### src/rtl/fcd_pkg.sv
// Package: shared types and constants of the flow character filter.
// Assumes compare values are packed in the order given by the REF_* indices.
package fcd_pkg;
    typedef enum logic [1:0] {
        FC_OFF     = 2'b00,
        FC_SINGLE  = 2'b01,
        FC_DOUBLE  = 2'b10,
        FC_SPECIAL = 2'b11
    } fc_mode_e;

    localparam int unsigned NREF     = 4;
    localparam int unsigned REF_ON1  = 0;
    localparam int unsigned REF_ON2  = 1;
    localparam int unsigned REF_OFF1 = 2;
    localparam int unsigned REF_OFF2 = 3;
endpackage

### src/rtl/fcd_cmp.sv
// Module: fcd_cmp
// Compares one character against every compare value, using only the low
// bits that the word-length code selects.
// Assumes the code counts upward from the shortest word, one bit per step.
module fcd_cmp #(
    parameter int unsigned CW   = 8,
    parameter int unsigned WLB  = 2,
    parameter int unsigned NREF = 4
) (
    input  logic [CW-1:0]            ch,
    input  logic [WLB-1:0]           wlen,
    input  logic [NREF-1:0][CW-1:0]  refs,
    output logic [NREF-1:0]          hit
);
    localparam int unsigned MINB = CW - (1 << WLB) + 1;

    logic [CW-1:0] keep;

    // Build the bit-keep mask from the word-length code.
    for (genvar b = 0; b < CW; b++) begin : g_keep
        if (b < MINB) begin : g_fixed
            assign keep[b] = 1'b1;
        end else begin : g_var
            assign keep[b] = ({1'b0, wlen} >= (WLB+1)'(b - MINB + 1));
        end
    end

    // One masked equality per compare value.
    for (genvar r = 0; r < NREF; r++) begin : g_hit
        assign hit[r] = (((ch ^ refs[r]) & keep) == '0);
    end
endmodule

### src/rtl/fcd_seq.sv
// Module: fcd_seq
// Tracks single and pair matches, holds a pending first character, and
// produces the two-lane FIFO write and the match events.
// Assumes at most one strobe per cycle; events are combinational and the
// FIFO lanes are registered, so both take effect at the same edge.
module fcd_seq
    import fcd_pkg::*;
#(
    parameter int unsigned CW = 8
) (
    input  logic             clk,
    input  logic             rst_n,
    input  fc_mode_e         mode,
    input  logic             rx_valid,
    input  logic [CW-1:0]    rx_char,
    input  logic [NREF-1:0]  hit,
    output logic [1:0]       wr_en,
    output logic [CW-1:0]    wr_d0,
    output logic [CW-1:0]    wr_d1,
    output logic             ev_off,
    output logic             ev_on,
    output logic             ev_spec
);
    logic          hold_v,  nxt_hv;
    logic [CW-1:0] hold_d,  nxt_hd;
    logic          hold_off, nxt_ho;
    logic          hold_on,  nxt_hn;
    logic [1:0]    nxt_wr;
    logic [CW-1:0] nxt_d0, nxt_d1;
    logic          pass;

    // Decide events, hold updates and lane contents for this cycle.
    always_comb begin
        nxt_wr  = '0;
        nxt_d0  = '0;
        nxt_d1  = '0;
        nxt_hv  = hold_v;
        nxt_hd  = hold_d;
        nxt_ho  = hold_off;
        nxt_hn  = hold_on;
        ev_off  = 1'b0;
        ev_on   = 1'b0;
        ev_spec = 1'b0;
        pass    = 1'b0;
        if (mode == FC_DOUBLE) begin
            if (rx_valid) begin
                if (hold_v && hold_off && hit[REF_OFF2]) begin
                    ev_off = 1'b1;
                    nxt_hv = 1'b0;
                end else if (hold_v && hold_on && hit[REF_ON2]) begin
                    ev_on  = 1'b1;
                    nxt_hv = 1'b0;
                end else begin
                    if (hold_v) begin
                        nxt_wr[0] = 1'b1;
                        nxt_d0    = hold_d;
                    end
                    if (hit[REF_OFF1] || hit[REF_ON1]) begin
                        nxt_hv = 1'b1;
                        nxt_hd = rx_char;
                        nxt_ho = hit[REF_OFF1];
                        nxt_hn = hit[REF_ON1];
                    end else begin
                        nxt_hv = 1'b0;
                        if (hold_v) begin
                            nxt_wr[1] = 1'b1;
                            nxt_d1    = rx_char;
                        end else begin
                            nxt_wr[0] = 1'b1;
                            nxt_d0    = rx_char;
                        end
                    end
                end
            end
        end else begin
            if (hold_v) begin
                nxt_wr[0] = 1'b1;
                nxt_d0    = hold_d;
                nxt_hv    = 1'b0;
            end
            if (rx_valid) begin
                pass = 1'b1;
                if (mode == FC_SINGLE) begin
                    if (hit[REF_OFF1]) begin
                        ev_off = 1'b1;
                        pass   = 1'b0;
                    end else if (hit[REF_ON1]) begin
                        ev_on  = 1'b1;
                        pass   = 1'b0;
                    end
                end else if (mode == FC_SPECIAL) begin
                    ev_spec = hit[REF_OFF2];
                end
                if (pass) begin
                    if (hold_v) begin
                        nxt_wr[1] = 1'b1;
                        nxt_d1    = rx_char;
                    end else begin
                        nxt_wr[0] = 1'b1;
                        nxt_d0    = rx_char;
                    end
                end
            end
        end
    end

    // Register the hold slot and the FIFO lanes.
    always_ff @(posedge clk) begin
        if (!rst_n) begin
            hold_v   <= 1'b0;
            hold_d   <= '0;
            hold_off <= 1'b0;
            hold_on  <= 1'b0;
            wr_en    <= '0;
            wr_d0    <= '0;
            wr_d1    <= '0;
        end else begin
            hold_v   <= nxt_hv;
            hold_d   <= nxt_hd;
            hold_off <= nxt_ho;
            hold_on  <= nxt_hn;
            wr_en    <= nxt_wr;
            wr_d0    <= nxt_d0;
            wr_d1    <= nxt_d1;
        end
    end
endmodule

### src/rtl/fcd_state.sv
// Module: fcd_state
// Holds the transmitter pause level and the match flag.
// Assumes the events are single-cycle pulses from fcd_seq.
module fcd_state
    import fcd_pkg::*;
(
    input  logic     clk,
    input  logic     rst_n,
    input  fc_mode_e mode,
    input  logic     ev_off,
    input  logic     ev_on,
    input  logic     ev_spec,
    input  logic     flag_en,
    input  logic     flag_clr,
    output logic     suspend,
    output logic     flag
);
    logic flow_on;

    assign flow_on = (mode == FC_SINGLE) || (mode == FC_DOUBLE);

    // Pause level: forced low outside the flow modes.
    always_ff @(posedge clk) begin
        if (!rst_n)          suspend <= 1'b0;
        else if (!flow_on)   suspend <= 1'b0;
        else if (ev_off)     suspend <= 1'b1;
        else if (ev_on)      suspend <= 1'b0;
    end

    // Flag: a set event wins over a clear in the same cycle.
    always_ff @(posedge clk) begin
        if (!rst_n)                              flag <= 1'b0;
        else if ((ev_off || ev_spec) && flag_en) flag <= 1'b1;
        else if (ev_on || flag_clr)              flag <= 1'b0;
    end
endmodule

### src/rtl/flowchar_detect.sv
// Module: flowchar_detect (top)
// Filters received characters for flow-control requests and markers,
// drives the pause level, the flag and the interrupt.
// Assumes the strobe arrives at most once per cycle and the compare values
// are stable while characters are arriving.
module flowchar_detect
    import fcd_pkg::*;
#(
    parameter int unsigned CW  = 8,
    parameter int unsigned WLB = 2
) (
    input  logic          clk,
    input  logic          rst_n,
    input  logic          rx_valid_i,
    input  logic [CW-1:0] rx_char_i,
    input  logic [WLB-1:0] wlen_i,
    input  logic [1:0]    mode_i,
    input  logic          flag_en_i,
    input  logic          rx_irq_en_i,
    input  logic          flag_clr_i,
    input  logic [CW-1:0] xon1_i,
    input  logic [CW-1:0] xon2_i,
    input  logic [CW-1:0] xoff1_i,
    input  logic [CW-1:0] xoff2_i,
    output logic [1:0]    fifo_wr_o,
    output logic [CW-1:0] fifo_d0_o,
    output logic [CW-1:0] fifo_d1_o,
    output logic          tx_suspend_o,
    output logic          flag_o,
    output logic          irq_o
);
    fc_mode_e                mode;
    logic [NREF-1:0][CW-1:0] refs;
    logic [NREF-1:0]         hit;
    logic                    ev_off, ev_on, ev_spec;

    assign mode            = fc_mode_e'(mode_i);
    assign refs[REF_ON1]   = xon1_i;
    assign refs[REF_ON2]   = xon2_i;
    assign refs[REF_OFF1]  = xoff1_i;
    assign refs[REF_OFF2]  = xoff2_i;

    fcd_cmp #(.CW(CW), .WLB(WLB), .NREF(NREF)) cmp_i (
        .ch   (rx_char_i),
        .wlen (wlen_i),
        .refs (refs),
        .hit  (hit)
    );

    fcd_seq #(.CW(CW)) seq_i (
        .clk      (clk),
        .rst_n    (rst_n),
        .mode     (mode),
        .rx_valid (rx_valid_i),
        .rx_char  (rx_char_i),
        .hit      (hit),
        .wr_en    (fifo_wr_o),
        .wr_d0    (fifo_d0_o),
        .wr_d1    (fifo_d1_o),
        .ev_off   (ev_off),
        .ev_on    (ev_on),
        .ev_spec  (ev_spec)
    );

    fcd_state state_i (
        .clk      (clk),
        .rst_n    (rst_n),
        .mode     (mode),
        .ev_off   (ev_off),
        .ev_on    (ev_on),
        .ev_spec  (ev_spec),
        .flag_en  (flag_en_i),
        .flag_clr (flag_clr_i),
        .suspend  (tx_suspend_o),
        .flag     (flag_o)
    );

    // Interrupt follows the flag when receive interrupts are enabled.
    assign irq_o = flag_o & rx_irq_en_i;
endmodule

### config.mk
export PLATFORM = sky130hd
export DESIGN_NAME = flowchar_detect
export DESIGN_NICKNAME = d
export VERILOG_FILES = /design/src/rtl/fcd_pkg.sv /design/src/rtl/fcd_cmp.sv /design/src/rtl/fcd_seq.sv /design/src/rtl/fcd_state.sv /design/src/rtl/flowchar_detect.sv
export SDC_FILE = /design/constraint.sdc
export NUM_CORES = 1
export LEC_CHECK = 0
export ABC_CLOCK_PERIOD_IN_PS = 2640
export BUFFER_PORTS_ARGS = -buffer_cell sky130_fd_sc_hd__buf_4
export CORE_MARGIN = 5
export CORE_UTILIZATION = 35
export DETAILED_ROUTE_END_ITERATION = 8
export HOLD_SLACK_MARGIN = 0.08
export PLACE_DENSITY = 0.63
export SYNTH_ARGS = -nofsm -noshare
export SYNTH_HDL_FRONTEND = slang
export SYNTH_HIERARCHICAL = 1
export SYNTH_SLANG_ARGS = --single-unit
### constraint.sdc
create_clock -name clk -period 2.64 [get_ports clk]
set_input_delay 0.528 -clock clk [delete_from_list [all_inputs] [get_ports clk]]
set_output_delay 0.528 -clock clk [all_outputs]
set_load 0.02 [all_outputs]
* Word level (Yosys, flattened, before mapping) *
Index checks and enable logic that the tools add are counted.

word-level totals
  bits in registers = 31
  output and inout port bits = 21

operators by class
  order comparisons = 3
  equal/unequal tests = 3
  muxes and demuxes = 56
  bitwise logic cells = 11
  reductions and logical operators = 18

operators with widths
  kind                number
  $mux 8              17
  $and 8x8->8         4
  $logic_not 8->1     4
  $mux 1              32
  $xor 8x8->8         4
  $mux 2              7
  $logic_and 1x1->1   5
  $reduce_and 5->1    1
  $eq 2x2->1 const B  2
  $ge 2x2->1 const B  2
  $logic_or 1x1->1    4
  $reduce_and 2->1    2
  $reduce_bool 2->1   2
  $eq 2x1->1 const B  1
  $ge 2x1->1 const B  1
  $not 1->1           2
  $and 1x1->1         1

* Longest topological paths before layout *
Gate-level depths: netlist of the first run.

  word-level depth = 11
  gate-level depth with buffers = 10
  depth with buffers taken out = 9

* By module *
The synthesis of the first run kept the hierarchy.

modules (own cells, without submodules)
  module           times used  cells an instance  area each (um^2)
  fcd_seq          1           118                1219.9
  fcd_cmp          1           58                 459.2
  fcd_state        1           8                  88.8
  flowchar_detect  1           1                  6.3

* Worst setup path after synthesis of the first run *
No wires, ideal clock.

  kind = in2reg
  from = input port rx_char_i[3]
  to = register state_i.flag
  library setup time = 0.070 ns
  arrival time = 2.277 ns
  data required time = 2.570 ns
  path slack = 0.293 ns
  stages on the path = 9
  path buffers = 1
  path through = buf_2 > xnor2_1 > nand3_1 > a211oi_1 > nor3b_1 > a31oi_1 > nor2b_1 > or3b_1 > a21boi_1

between the ends
  elaborated cells on any way between the ends = 37
  classes of those cells = mux: 19; bitwise: 8; reduce/logical: 10

RTL lines
  element                      RTL line               source
  start: declaration           flowchar_detect.sv:15  input logic [CW-1:0] rx_char_i,
  $xor 8x8->8                  fcd_cmp.sv:30          assign hit[r] = (((ch ^ refs[r]) & keep) == '0);
  $and 8x8->8                  fcd_cmp.sv:30
  $logic_not 8->1              fcd_cmp.sv:30
  via hit[2]                   flowchar_detect.sv:34  logic [NREF-1:0] hit;
  $mux 1                       fcd_seq.sv:84          if (hit[REF_OFF1]) begin
  $mux 1                       fcd_seq.sv:83          if (mode == FC_SINGLE) begin
  $mux 1                       fcd_seq.sv:81          if (rx_valid) begin
  $mux 1                       fcd_seq.sv:45          if (mode == FC_DOUBLE) begin
  via ev_on                    flowchar_detect.sv:35  logic ev_off, ev_on, ev_spec;
  $logic_or 1x1->1             fcd_state.sv:34        else if (ev_on || flag_clr) flag <= 1'b0;
  $reduce_bool 2->1 (no line)  --
  end signal: assignment       fcd_state.sv:32        if (!rst_n) flag <= 1'b0;
  end signal: assignment       fcd_state.sv:33        else if ((ev_off || ev_spec) && flag_en) flag <= 1'b1;
  end signal: assignment       fcd_state.sv:34
  end: declaration             fcd_state.sv:16        output logic flag

The timed path passes the listed nets, and every way through them passes these cells.
A chain may end at the register's enable or synchronous reset.

* Worst setup path after layout of the first run *
  from = input port wlen_i[1]
  to = register state_i.flag

between the ends
  elaborated cells on any way between the ends = 36
  classes of those cells = order compare: 3; mux: 19; bitwise: 4; reduce/logical: 10

RTL lines
  element                                   RTL line               source
  start: declaration                        flowchar_detect.sv:16  input logic [WLB-1:0] wlen_i,
  $ge 2x1->1 or $ge 2x2->1 (tied branches)  fcd_cmp.sv:24          assign keep[b] = ({1'b0, wlen} >= (WLB+1)'(b - MINB + 1));
  $and 8x8->8 *                             fcd_cmp.sv:30
  $logic_not 8->1 *                         fcd_cmp.sv:30
  via hit[3]                                flowchar_detect.sv:34
  $logic_and 1x1->1 *                       fcd_seq.sv:47          if (hold_v && hold_off && hit[REF_OFF2]) begin
  $mux 1 *                                  fcd_seq.sv:47
  $mux 1 *                                  fcd_seq.sv:46          if (rx_valid) begin
  $mux 1 *                                  fcd_seq.sv:45
  via ev_on                                 flowchar_detect.sv:35
  $logic_or 1x1->1 *                        fcd_state.sv:34
  $reduce_bool 2->1 (no line) *             --

The timed path passes the listed nets; every way through them passes the cells marked *.

==> results.md, run 1 <==
* Outcome: completed
* Most numerous cell in the Yosys netlist: xnor2_1
* Worst slew pin tran at 0.5106 ns
* Post-layout net count at 303
* Final Cell Area at 2394 um2
* Seq/Total Area, Yosys at 0.3498
* CP Launch Type: primary input
* Clk sinks at 31
* Post-synth EDFFs at 0
* # IOs at 71
* Share of layout cells above drive strength 1 at 0.3953
* Max-slew violations at 0
* Core area at 5010 um2
* Maximum achievable frequency at 0.4693 GHz
* Vias at 1517
* Crit path DAT at 2.35 ns
* Worst min-delay path category: reg -> reg
* Post-DP Area at 2306 um2
* Clk Latency, worst-skew pair at 0.28 ns
* Largest net degree at the start of global routing at 27
* CTS tree: yes
* Synth area leaders: dfxtp_1, xnor2_1, mux2i_1, buf_6, a21oi_2
* Maxcap violations at 0
* Part of the cycle the worst path needs at 0.8072
* Setup TNS Final at 0 ns
* Post-DP HPWL at 3587 um
* DR pass1 iterations at 4
* Yosys warns at 6
* First-pass GRT wire length at 7341 um
* Die Y at 81.20 um
* Finish-stage setup viols at 0
* Initial core utilization at 0.3541
* Non-Filler Instances at 323
* Pwr dens at 438.8 nW/um2
* Total track usage at 0.1462
* Number of CTS-inserted buffers at 5
* WL final at 4624 um
* Ant diodes at 0
* Cells on worst reg2reg path at 3
* # DRC at 0
* Htree depth at 2
* PortBufs at 70
* Fill count at 525
* Top-area cell type share of the netlist area at 0.3498
* Crit Path Class: in -> reg
* Area growth from synthesis to layout at 34.91%
* Netlist cell types at 40
* Hold buffer count at CTS at 0
* Asr flop ratio synth at 0
* R2R setup slack at 1.02 ns
* RR Startpoint: seq_i/hold_v$_SDFFE_PN0P_
* Rel. slew slack at 0.6575
* Worst EP required at 2.85 ns
* DP Cell Count at 316
* DIE AREA at 6593 um2
* WL per Instance at 14.32 um
* Worst setup path startpoint: wlen_i[1]
* Area leader, netlist: dfxtp_1
* CTS Buffer Depth at 2
* Final clock skew at 0.005849 ns
* Setup bufs post-CTS at 0
* Post-synthesis register bit count at 31
* Root Buffer Master: clkbuf_8
* CP cell instances: buf_4, nor2_1, o211ai_1, a211oi_1, a21oi_1, a31oi_1, nor2b_1, or3b_1, a21boi_1
* Pleak at 0.0009602 uW
* CP endpoint: state_i/flag$_SDFFE_PN0P_
* Post-Syn Instances at 185
* Final hold slack at 0.4509 ns
* Antenna-violating nets left at 0
* Rows at 26
* Critical Path Max Stage Delay at 0.43 ns
* Syn nets at 235
* Crit end category: flip-flop
* Final Hold Fails at 0
* Top_reg_cell synth: dfxtp_1
* Vias in the first global route at 1506
* Initial antenna violation count at 0
* Syn_area_per_cell at 9.590 um2
* Most frequent cells after synthesis: xnor2_1, dfxtp_1, nand2_1
* Tmin final at 2.131 ns
* Gr ovfl total at 0
* RePlAce Congestion at 0.8483
* Crit-path max FO at 5
* Die width at 81.20 um
* Initial DRC count at 47
* Post-Syn Area at 1774 um2
* VDD IR-drop max at 331.2 uV
* Reg-to-Reg End: seq_i/wr_d0[5]$_SDFF_PN0_
* Clock slew at reported path FFs at 0.07 ns
* Post-CTS sizing at 0
* RSZ-0062 raised after global routing: no
* CP max-delay cell: a211oi_1
* DR vias/cell at 4.697
* Pwr Total at 1050 uW
## state kept, by name, summed over array words and instances (netlist names)
name / flops
seq_i/hold_d: 8
seq_i/hold_off: 1
seq_i/hold_on: 1
seq_i/hold_v: 1
seq_i/wr_d0: 8
seq_i/wr_d1: 8
seq_i/wr_en: 2
state_i/flag: 1
state_i/suspend: 1
## worst min path at each step
stage | start | to | slack [ns] | cells after the start
floorplan | seq_i/hold_d[0]$_SDFFE_PN0P_ | seq_i/hold_d[0]$_SDFFE_PN0P_ | 0.43 | 2
global placement | seq_i/hold_d[7]$_SDFFE_PN0P_ | seq_i/hold_d[7]$_SDFFE_PN0P_ | 0.44 | 2
detailed placement | seq_i/hold_d[5]$_SDFFE_PN0P_ | seq_i/hold_d[5]$_SDFFE_PN0P_ | 0.44 | 2
CTS | seq_i/hold_d[5]$_SDFFE_PN0P_ | seq_i/hold_d[5]$_SDFFE_PN0P_ | 0.45 | 2
global route | seq_i/hold_d[3]$_SDFFE_PN0P_ | seq_i/hold_d[3]$_SDFFE_PN0P_ | 0.48 | 2
finish | seq_i/hold_d[7]$_SDFFE_PN0P_ | seq_i/hold_d[7]$_SDFFE_PN0P_ | 0.45 | 2
## power breakdown
group / switching, uW / internal (uW) / leakage, uW
logic: 93.5 / 107 / 0.000662
clock network: 167 / 204 / 0.0000470
registers: 2.96 / 476 / 0.000251
## metrics by stage
step,worst slack [ns],util
2_1_floorplan,0.2931,-
3_3_place_gp,0.1961,0.4603
3_5_place_dp,0.1931,0.4603
4_1_cts,0.4751,0.4778
5_1_grt,0.2381,0.4778
6_report,0.5090,0.4778
## placed cells by master (no fill, tap or decap), types with 6 or more instances in the layout
cell      count
nand2_1      13
mux2i_1       9
buf_4        75
dfxtp_1      31
nand3_1      12
a21oi_2       9
clkbuf_8      6
and2_1       10
xnor2_1      32
o21ai_1      11
## per-layer routing
layer,share of wire,vias to the layer above,track usage
li1,-,769,-
met1,0.44,702,0.1798
met2,0.48,42,0.2430
met3,0.072,4,0.04545
met4,0.010,0,0.04561
met5,0,-,0
## final cells by class
type,instances,area (um2),share of cell area
Clock buffer,6,82.58,0.03450
Clock inverter,1,5.005,0.002091
Inverter,2,7.507,0.003136
Multi-Input combinational cell,138,1027,0.4292
Sequential cell,31,620.6,0.2593
Tap cell,70,87.58,0.03659
Timing Repair Buffer,75,563.0,0.2352
## worst max-delay path: cells and delay by family
| kind | cells | cell delay, ns |
|---|---|---|
| buffers and inverters | 1 | 0.13 |
| and+or+nand+nor | 3 | 0.65 |
| AOI/OAI and AO/OA | 5 | 1.04 |
## kinds of logic (layout without fill, tap and decap cells)
logic type,count (synthesis),count (layout),share of synthesized area
flip-flops,31,31,0.3498
multiplexers,9,9,0.05078
XOR/XNOR,33,33,0.1629
AND/OR/NAND/NOR,49,49,0.1545
buffers and inverters,16,84,0.07123
AO/OA/AOI/OAI,47,47,0.2109
Note: power is estimated with default switching activity, not from simulation.
==> inputs of run 2 (changes only) <==
--- a/config.mk
+++ b/config.mk
@@ -5,13 +5,14 @@
 export SDC_FILE = /design/constraint.sdc
 export NUM_CORES = 1
 export LEC_CHECK = 0
-export ABC_CLOCK_PERIOD_IN_PS = 2640
+export ABC_AREA = 1
+export ABC_CLOCK_PERIOD_IN_PS = 1700
 export BUFFER_PORTS_ARGS = -buffer_cell sky130_fd_sc_hd__buf_4
 export CORE_MARGIN = 5
 export CORE_UTILIZATION = 35
 export DETAILED_ROUTE_END_ITERATION = 8
 export HOLD_SLACK_MARGIN = 0.08
-export PLACE_DENSITY = 0.63
+export PLACE_DENSITY = 0.65
 export SYNTH_ARGS = -nofsm -noshare
 export SYNTH_HDL_FRONTEND = slang
 export SYNTH_HIERARCHICAL = 1
==> constraint.sdc (replaced) <==
create_clock -name clk -period 1.7 [get_ports clk]
set_input_delay 0.34 -clock clk [delete_from_list [all_inputs] [get_ports clk]]
set_output_delay 0.34 -clock clk [all_outputs]
set_load 0.02 [all_outputs]
==> run 2 against run 1 <==
  * Die area shrank 0.12%
  * Critical path depth grew 6
  * Combinational power grew 70%
  * Wire length shrank 8.0%
  * Cell area grew 8.4%
  * First-iteration DRC count grew 47%
==> results.md, run 2 <==
* Outcome: completed
* Root Buffer Master: clkbuf_8
* VDD IR-drop max at 382.5 uV (+16%)
* Vias at 1824 (+20%)
* Syn nets at 329 (+40%)
* Synth area leaders: dfxtp_1, nand2_1, nor2_1, inv_1, xor2_1
* # IOs at 71 (unchanged)
* Crit end category: flip-flop
* Hold buffer count at CTS at 0 (unchanged)
* Tmin final at 1.528 ns
* DIE AREA at 6585 um2 (-0.12%)
* Finish-stage setup viols at 0 (unchanged)
* Largest registers: seq_i/hold_d x8, seq_i/wr_d0 x8, seq_i/wr_d1 x8
* Final clock skew at 0.005984 ns (+0.0001350 ns)
* Area leader, netlist: dfxtp_1
* Netlist cell types at 21 (-48%)
* Final Hold Fails at 0 (unchanged)
* Post-Syn Area at 1772 um2 (-0.14%)
* Antenna-violating nets left at 0 (unchanged)
* Area growth from synthesis to layout at 46.47%
* RePlAce Congestion at 0.7890 (-7.0%)
* Seq/Total Area, Yosys at 0.3503 (+0.0004941)
* Post-synthesis register bit count at 31 (unchanged)
* RSZ-0062 raised after global routing: no
* Worst slew pin tran at 0.2155 ns (-0.2951 ns)
* Initial core utilization at 0.3678 (+0.01365)
* Pre-CTS setup slack at -0.1545 ns (-0.3476 ns)
* Asr flop ratio synth at 0 (unchanged)
* Met1 usage at 0.1613 (-0.01853)
* Final hold slack at 0.3305 ns (-0.1204 ns)
* Die Y at 81.15 um (about the same)
* Rel. slew slack at 0.8548 (+0.1973)
* GRT busiest layer: met2
* Crit path DAT at 1.74 ns (-0.61 ns)
* DR pass1 iterations at 4 (unchanged)
* Met2 Use GR at 0.2307 (-0.01232)
* Top-area cell type share of the netlist area at 0.3503 (+0.0004941)
* Hold depth at 3 (+1)
* Post-DP HPWL at 3513 um (-2.1%)
* Post-Syn Instances at 279 (+51%)
* Final worst setup slack at 0.1724 ns (-0.3366 ns)
* Crit-path max FO at 6 (+1)
* Cells on worst reg2reg path at 7 (+4)
* Post-DP Area at 2457 um2 (+6.6%)
* CP Launch Type: primary input
* Most frequent cells after synthesis: nand2_1, nor2_1, inv_1
* Crit Path Class: in -> reg
* Htree depth at 2 (unchanged)
* Die width at 81.15 um (about the same)
* Initial antenna violation count at 0 (unchanged)
* CP bufs+invs at 5 (+4)
* CTS tree: yes
* Commonest non-fill, non-tap cell in the layout: buf_4
* Final Cell Area at 2595 um2 (+8.4%)
* Clk Latency, worst-skew pair at 0.28 ns (about the same)
* First-pass GRT wire length at 7058 um (-3.9%)
* Clk sinks at 31 (unchanged)
* Top_reg_cell synth: dfxtp_1
* Met3 GRT Util at 0.04656 (+0.001109)
* Pleak at 0.001421 uW (+48%)
* WL per Instance at 9.777 um (-32%)
* Ant diodes at 0 (unchanged)
* Worst path depth at 15 (+6)
* Maximum achievable frequency at 0.6546 GHz
* Commonest cells after routing, fill and taps aside: buf_4, nor2_1, nand2_1, inv_1, dfxtp_1
* WL final at 4253 um (-8.0%)
* Largest net degree at the start of global routing at 20 (-26%)
* Total track usage at 0.1372 (-0.008939)
* Worst min-delay path category: in -> reg
* Max-slew violations at 0 (unchanged)
* CTS Buffer Depth at 2 (unchanged)
* Post-layout net count at 417 (+38%)
* Maxcap violations at 0 (unchanged)
* # DRC at 0 (unchanged)
* Critical Path Max Stage Delay at 0.16 ns (-0.27 ns)
* Gr ovfl total at 0 (unchanged)
* Worst EP required at 1.92 ns (-0.93 ns)
* Number of CTS-inserted buffers at 5 (unchanged)
* Share of layout cells above drive strength 1 at 0.3098 (-0.08547)
* Core area at 4817 um2 (-3.8%)
* Pwr dens at 702.6 nW/um2 (+60%)
* Vias in the first global route at 1704 (+13%)
* CP max-delay cell: buf_4
* CP cell instances: buf_4, inv_1, nand2_1, nand3_1, nand2_1, inv_1, nand2_1, nor2_2, nand3_1, buf_4, a21oi_1, nor3_1, inv_1, nand3_1, a21oi_1
* Setup TNS Final at 0 ns (unchanged)
* Syn_area_per_cell at 6.350 um2 (-34%)
* DR vias/cell at 4.193 (-11%)
* Part of the cycle the worst path needs at 0.8986
* Rows at 25 (-3.8%)
* Yosys warns at 6 (unchanged)
* Post-synth EDFFs at 0 (unchanged)
* PortBufs at 70 (unchanged)
* Worst path top cell family by delay: simple AND/OR/NAND/NOR gates
* Initial DRC count at 69 (+47%)
* Clock slew at reported path FFs at 0.06 ns (about the same)
[run 2: worst paths after layout]
| kind | slack [ns] | from | end |
|---|---|---|---|
| max | 0.17 | rx_char_i[6] | state_i/flag$_SDFFE_PN0P_ |
| min | 0.33 | flag_en_i | state_i/flag$_SDFFE_PN0P_ |
| max reg2reg | 0.50 | seq_i/hold_v$_SDFFE_PN0P_ | seq_i/hold_on$_SDFFE_PN0P_ |
| min reg2reg | 0.48 | seq_i/hold_d[6]$_SDFFE_PN0P_ | seq_i/hold_d[6]$_SDFFE_PN0P_ |
[run 2: per-stage QoR]
stage	utilization	power, uW	instances
after detailed placement	0.5101	1100	426
after CTS	0.5345	1840	434
after global routing	0.5387	1915	435
after floorplan	-	925.8	279
final	0.5387	1823	435
after global placement	0.5101	1095	426
[run 2: what timing repair did]
item	in CTS	in global routing
setup endpoints to repair	0	22
buffers inserted	0	1
resized for setup	0	6
[run 2: cell families (layout without fill, tap and decap cells)]
family	Yosys count	in the layout	share of synthesized area
and+or+nand+nor	145	145	0.3418
xor gates and xnor gates	20	20	0.09887
AOI/OAI and AO/OA	25	25	0.07557
DFF	31	31	0.3503
buffers and inverters	58	147	0.1335
[run 2: worst min-delay path: stages]
cell and delay [ns]:
buf_4 0.10, o21ai_0 0.06, a21oi_1 0.06
[run 2: power by group]
part	internal (uW)	switching, uW	leakage, uW
Clock	473	266	0.0000612
Combinational	172	171	0.00111
Sequential	738	3.36	0.000251
[run 2: final cells by class]
type	count	area (um2)
inverter	53	200.2
clock inverter	2	35.03
clock buffer	6	82.58
multi-input combinational	190	927.1
timing repair buffer	86	645.6
tap	67	83.83
sequential	31	620.6
fill	497	2222
[run 2: routing by layer]
| layer | wire (um) | share of wire |
|---|---|---|
| met1 | 1924 | 0.45 |
| met2 | 1916 | 0.45 |
| met3 | 340 | 0.080 |
| met4 | 71 | 0.017 |
| met5 | 0 | 0 |
==> inputs of run 3 (changes only) <==
--- a/config.mk
+++ b/config.mk
@@ -8,6 +8,7 @@
 export ABC_AREA = 1
 export ABC_CLOCK_PERIOD_IN_PS = 1700
 export BUFFER_PORTS_ARGS = -buffer_cell sky130_fd_sc_hd__buf_4
+export CORE_ASPECT_RATIO = 1.75
 export CORE_MARGIN = 5
 export CORE_UTILIZATION = 35
 export DETAILED_ROUTE_END_ITERATION = 8
==> run 3 against run 2 <==
  * Combinational power increased by 1%
  * Non-clock buffer count shrank 2
  * Highest routed layer unchanged
  * Fmax fell by 1.5%
  * Clock power decreased by 23%
  * Worst hold slack got worse by 0.0044 ns
  * Critical path type unchanged
  * Cell area down 2.4%
==> results.md, run 3 (same netlist as run 2, synthesis figures left out) <==
* Outcome: completed
* VDD IR-drop max at 507.0 uV (+33%)
* Gr ovfl total at 0 (unchanged)
* Root Buffer Master: clkbuf_8
* # DRC at 0 (unchanged)
* Cells on worst reg2reg path at 7 (unchanged)
* Final Cell Area at 2534 um2 (-2.4%)
* RR Startpoint: seq_i/hold_v$_SDFFE_PN0P_
* Final Hold Fails at 0 (unchanged)
* CP bufs+invs at 2 (-3)
* Crit end category: flip-flop
* Met3 GRT Util at 0.02486 (-0.02170)
* Rows at 34 (+36%)
* Clk sinks at 31 (unchanged)
* Die Y at 104.1 um (+28%)
* Commonest cells after routing, fill and taps aside: buf_4, nor2_1, nand2_1, inv_1, dfxtp_1
* Pre-CTS setup slack at -0.1706 ns (-0.01611 ns)
* Number of CTS-inserted buffers at 5 (unchanged)
* Final clock skew at 0.005167 ns (-0.0008166 ns)
* Post-layout net count at 415 (-0.48%)
* Initial core utilization at 0.3590 (-0.008766)
* Crit-path max FO at 10 (+4)
* R2R setup slack at 0.46 ns (-0.04 ns)
* Area growth from synthesis to layout at 43.01%
* Reg-to-Reg End: seq_i/hold_d[1]$_SDFFE_PN0P_
* GRT busiest layer: met2
* Pwr dens at 654.7 nW/um2 (-6.8%)
* Met2 Use GR at 0.2676 (+0.03692)
* PortBufs at 70 (unchanged)
* Hold depth at 4 (+1)
* Multi-input logic area at 925.9 um2 (-0.13%)
* Worst path depth at 12 (-3)
* Setup bufs post-CTS at 0 (unchanged)
* DR pass1 iterations at 4 (unchanged)
* Worst min-delay path category: in -> reg
* DIE AREA at 6641 um2 (+0.85%)
* Worst path top cell family by delay: simple AND/OR/NAND/NOR gates
* Max-slew violations at 0 (unchanged)
* Fill count at 523 (+5.2%)
* RSZ-0062 raised after global routing: no
* Worst Min Path Start: flag_clr_i
* Vias in the first global route at 1819 (+6.7%)
* Largest net degree at the start of global routing at 19 (-5.0%)
* Clock slew at reported path FFs at 0.06 ns (about the same)
* Final worst setup slack at 0.1484 ns (-0.02393 ns)
* CTS tree: yes
* Share of layout cells above drive strength 1 at 0.3014 (-0.008413)
* Vias at 1859 (+1.9%)
* Pleak at 0.001397 uW (-1.6%)
* Critical Path Max Stage Delay at 0.19 ns (+0.03 ns)
* # IOs at 71 (unchanged)
* CP cell instances: buf_4, xor2_1, nor2_1, nand2_1, nor2_2, nand3_1, nand2_1, nor2_4, nand2_2, buf_4, o21ai_1, nor2_1
* Post-DP Area at 2434 um2 (-0.97%)
* Tmin final at 1.552 ns (+0.02393 ns)
* Maxcap violations at 0 (unchanged)
* Setup TNS Final at 0 ns (unchanged)
* Crit path DAT at 1.76 ns (+0.02 ns)
* DR vias/cell at 4.437 (+5.8%)
* Final core occ at 0.5134 (-0.02526)
* Hold Path Sink: state_i/flag$_SDFFE_PN0P_
* Htree depth at 2 (unchanged)
* Clk Latency, worst-skew pair at 0.28 ns (about the same)
* CP max-delay cell: buf_4
* Core area at 4935 um2 (+2.4%)
* Die width at 63.78 um (-21%)
* Part of the cycle the worst path needs at 0.9127 (+0.01408)
* Met1 usage at 0.1346 (-0.02669)
* Antenna-violating nets left at 0 (unchanged)
* Rel. slew slack at 0.8425 (-0.01238)
* Pwr Total at 1659 uW (-9.0%)
* Ant diodes at 0 (unchanged)
* Maximum achievable frequency at 0.6445 GHz (-1.5%)
* WL final at 4578 um (+7.6%)
* Post-CTS sizing at 0 (unchanged)
* Crit Path Class: in -> reg
* WL per Instance at 10.93 um (+12%)
* Initial DRC count at 56 (-19%)
* Worst EP required at 1.91 ns (about the same)
* RePlAce Congestion at 0.8680 (+10%)
* CP Launch Type: primary input
* Hold buffer count at CTS at 0 (unchanged)
* Register area at 620.6 um2 (unchanged)
* Initial antenna violation count at 0 (unchanged)
* First-pass GRT wire length at 7603 um (+7.7%)
* Commonest non-fill, non-tap cell in the layout: buf_4
* Largest registers: seq_i/hold_d x8, seq_i/wr_d0 x8, seq_i/wr_d1 x8
* Worst slew pin tran at 0.2338 ns (+0.01837 ns)
* Total track usage at 0.1412 (+0.004018)
* Finish-stage setup viols at 0 (unchanged)
* CTS Buffer Depth at 2 (unchanged)
* Post-DP HPWL at 3819 um (+8.7%)
[run 3: worst max path at each step]
stage | from | to | slack (ns)
global route | rx_char_i[3] | seq_i/hold_d[0]$_SDFFE_PN0P_ | 0.02
global placement | rx_char_i[3] | seq_i/hold_on$_SDFFE_PN0P_ | -0.17
detailed placement | rx_char_i[5] | seq_i/wr_en[0]$_SDFF_PN0_ | -0.17
CTS | rx_char_i[5] | seq_i/wr_en[0]$_SDFF_PN0_ | 0.12
finish | rx_char_i[3] | seq_i/hold_d[1]$_SDFFE_PN0P_ | 0.15
floorplan | rx_char_i[4] | seq_i/wr_d0[0]$_SDFF_PN0_ | 0.09
[run 3: final cells by class]
class                      count  area share
clock buffer                   6     0.03259
inverter                      53     0.07951
timing repair buffer          84      0.2489
clock inverter                 1    0.001975
sequential                    31      0.2449
multi-input combinational    190      0.3654
tap                           54     0.02667
[run 3: layer usage]
layer | share of wire | routed length (um)
met1 | 0.36 | 1640
met2 | 0.56 | 2563
met3 | 0.049 | 225
met4 | 0.032 | 148
met5 | 0 | 0
[run 3: power by group]
group	total, uW	switching (uW)	internal [uW]
combinational	347	175	172
sequential	742	3.61	738
clock	570	253	317
[run 3: worst min-delay path: stages]
cell     delay [ns]
buf_4          0.07
inv_1          0.03
nand3_1        0.06
a21oi_1        0.06
[run 3: metrics by stage]
stage,std cells,hold slack [ns]
6_report,419,0.3262
5_1_grt,419,0.3243
3_3_place_gp,412,0.4633
2_1_floorplan,279,0.4485
4_1_cts,419,0.3158
3_5_place_dp,412,0.4717
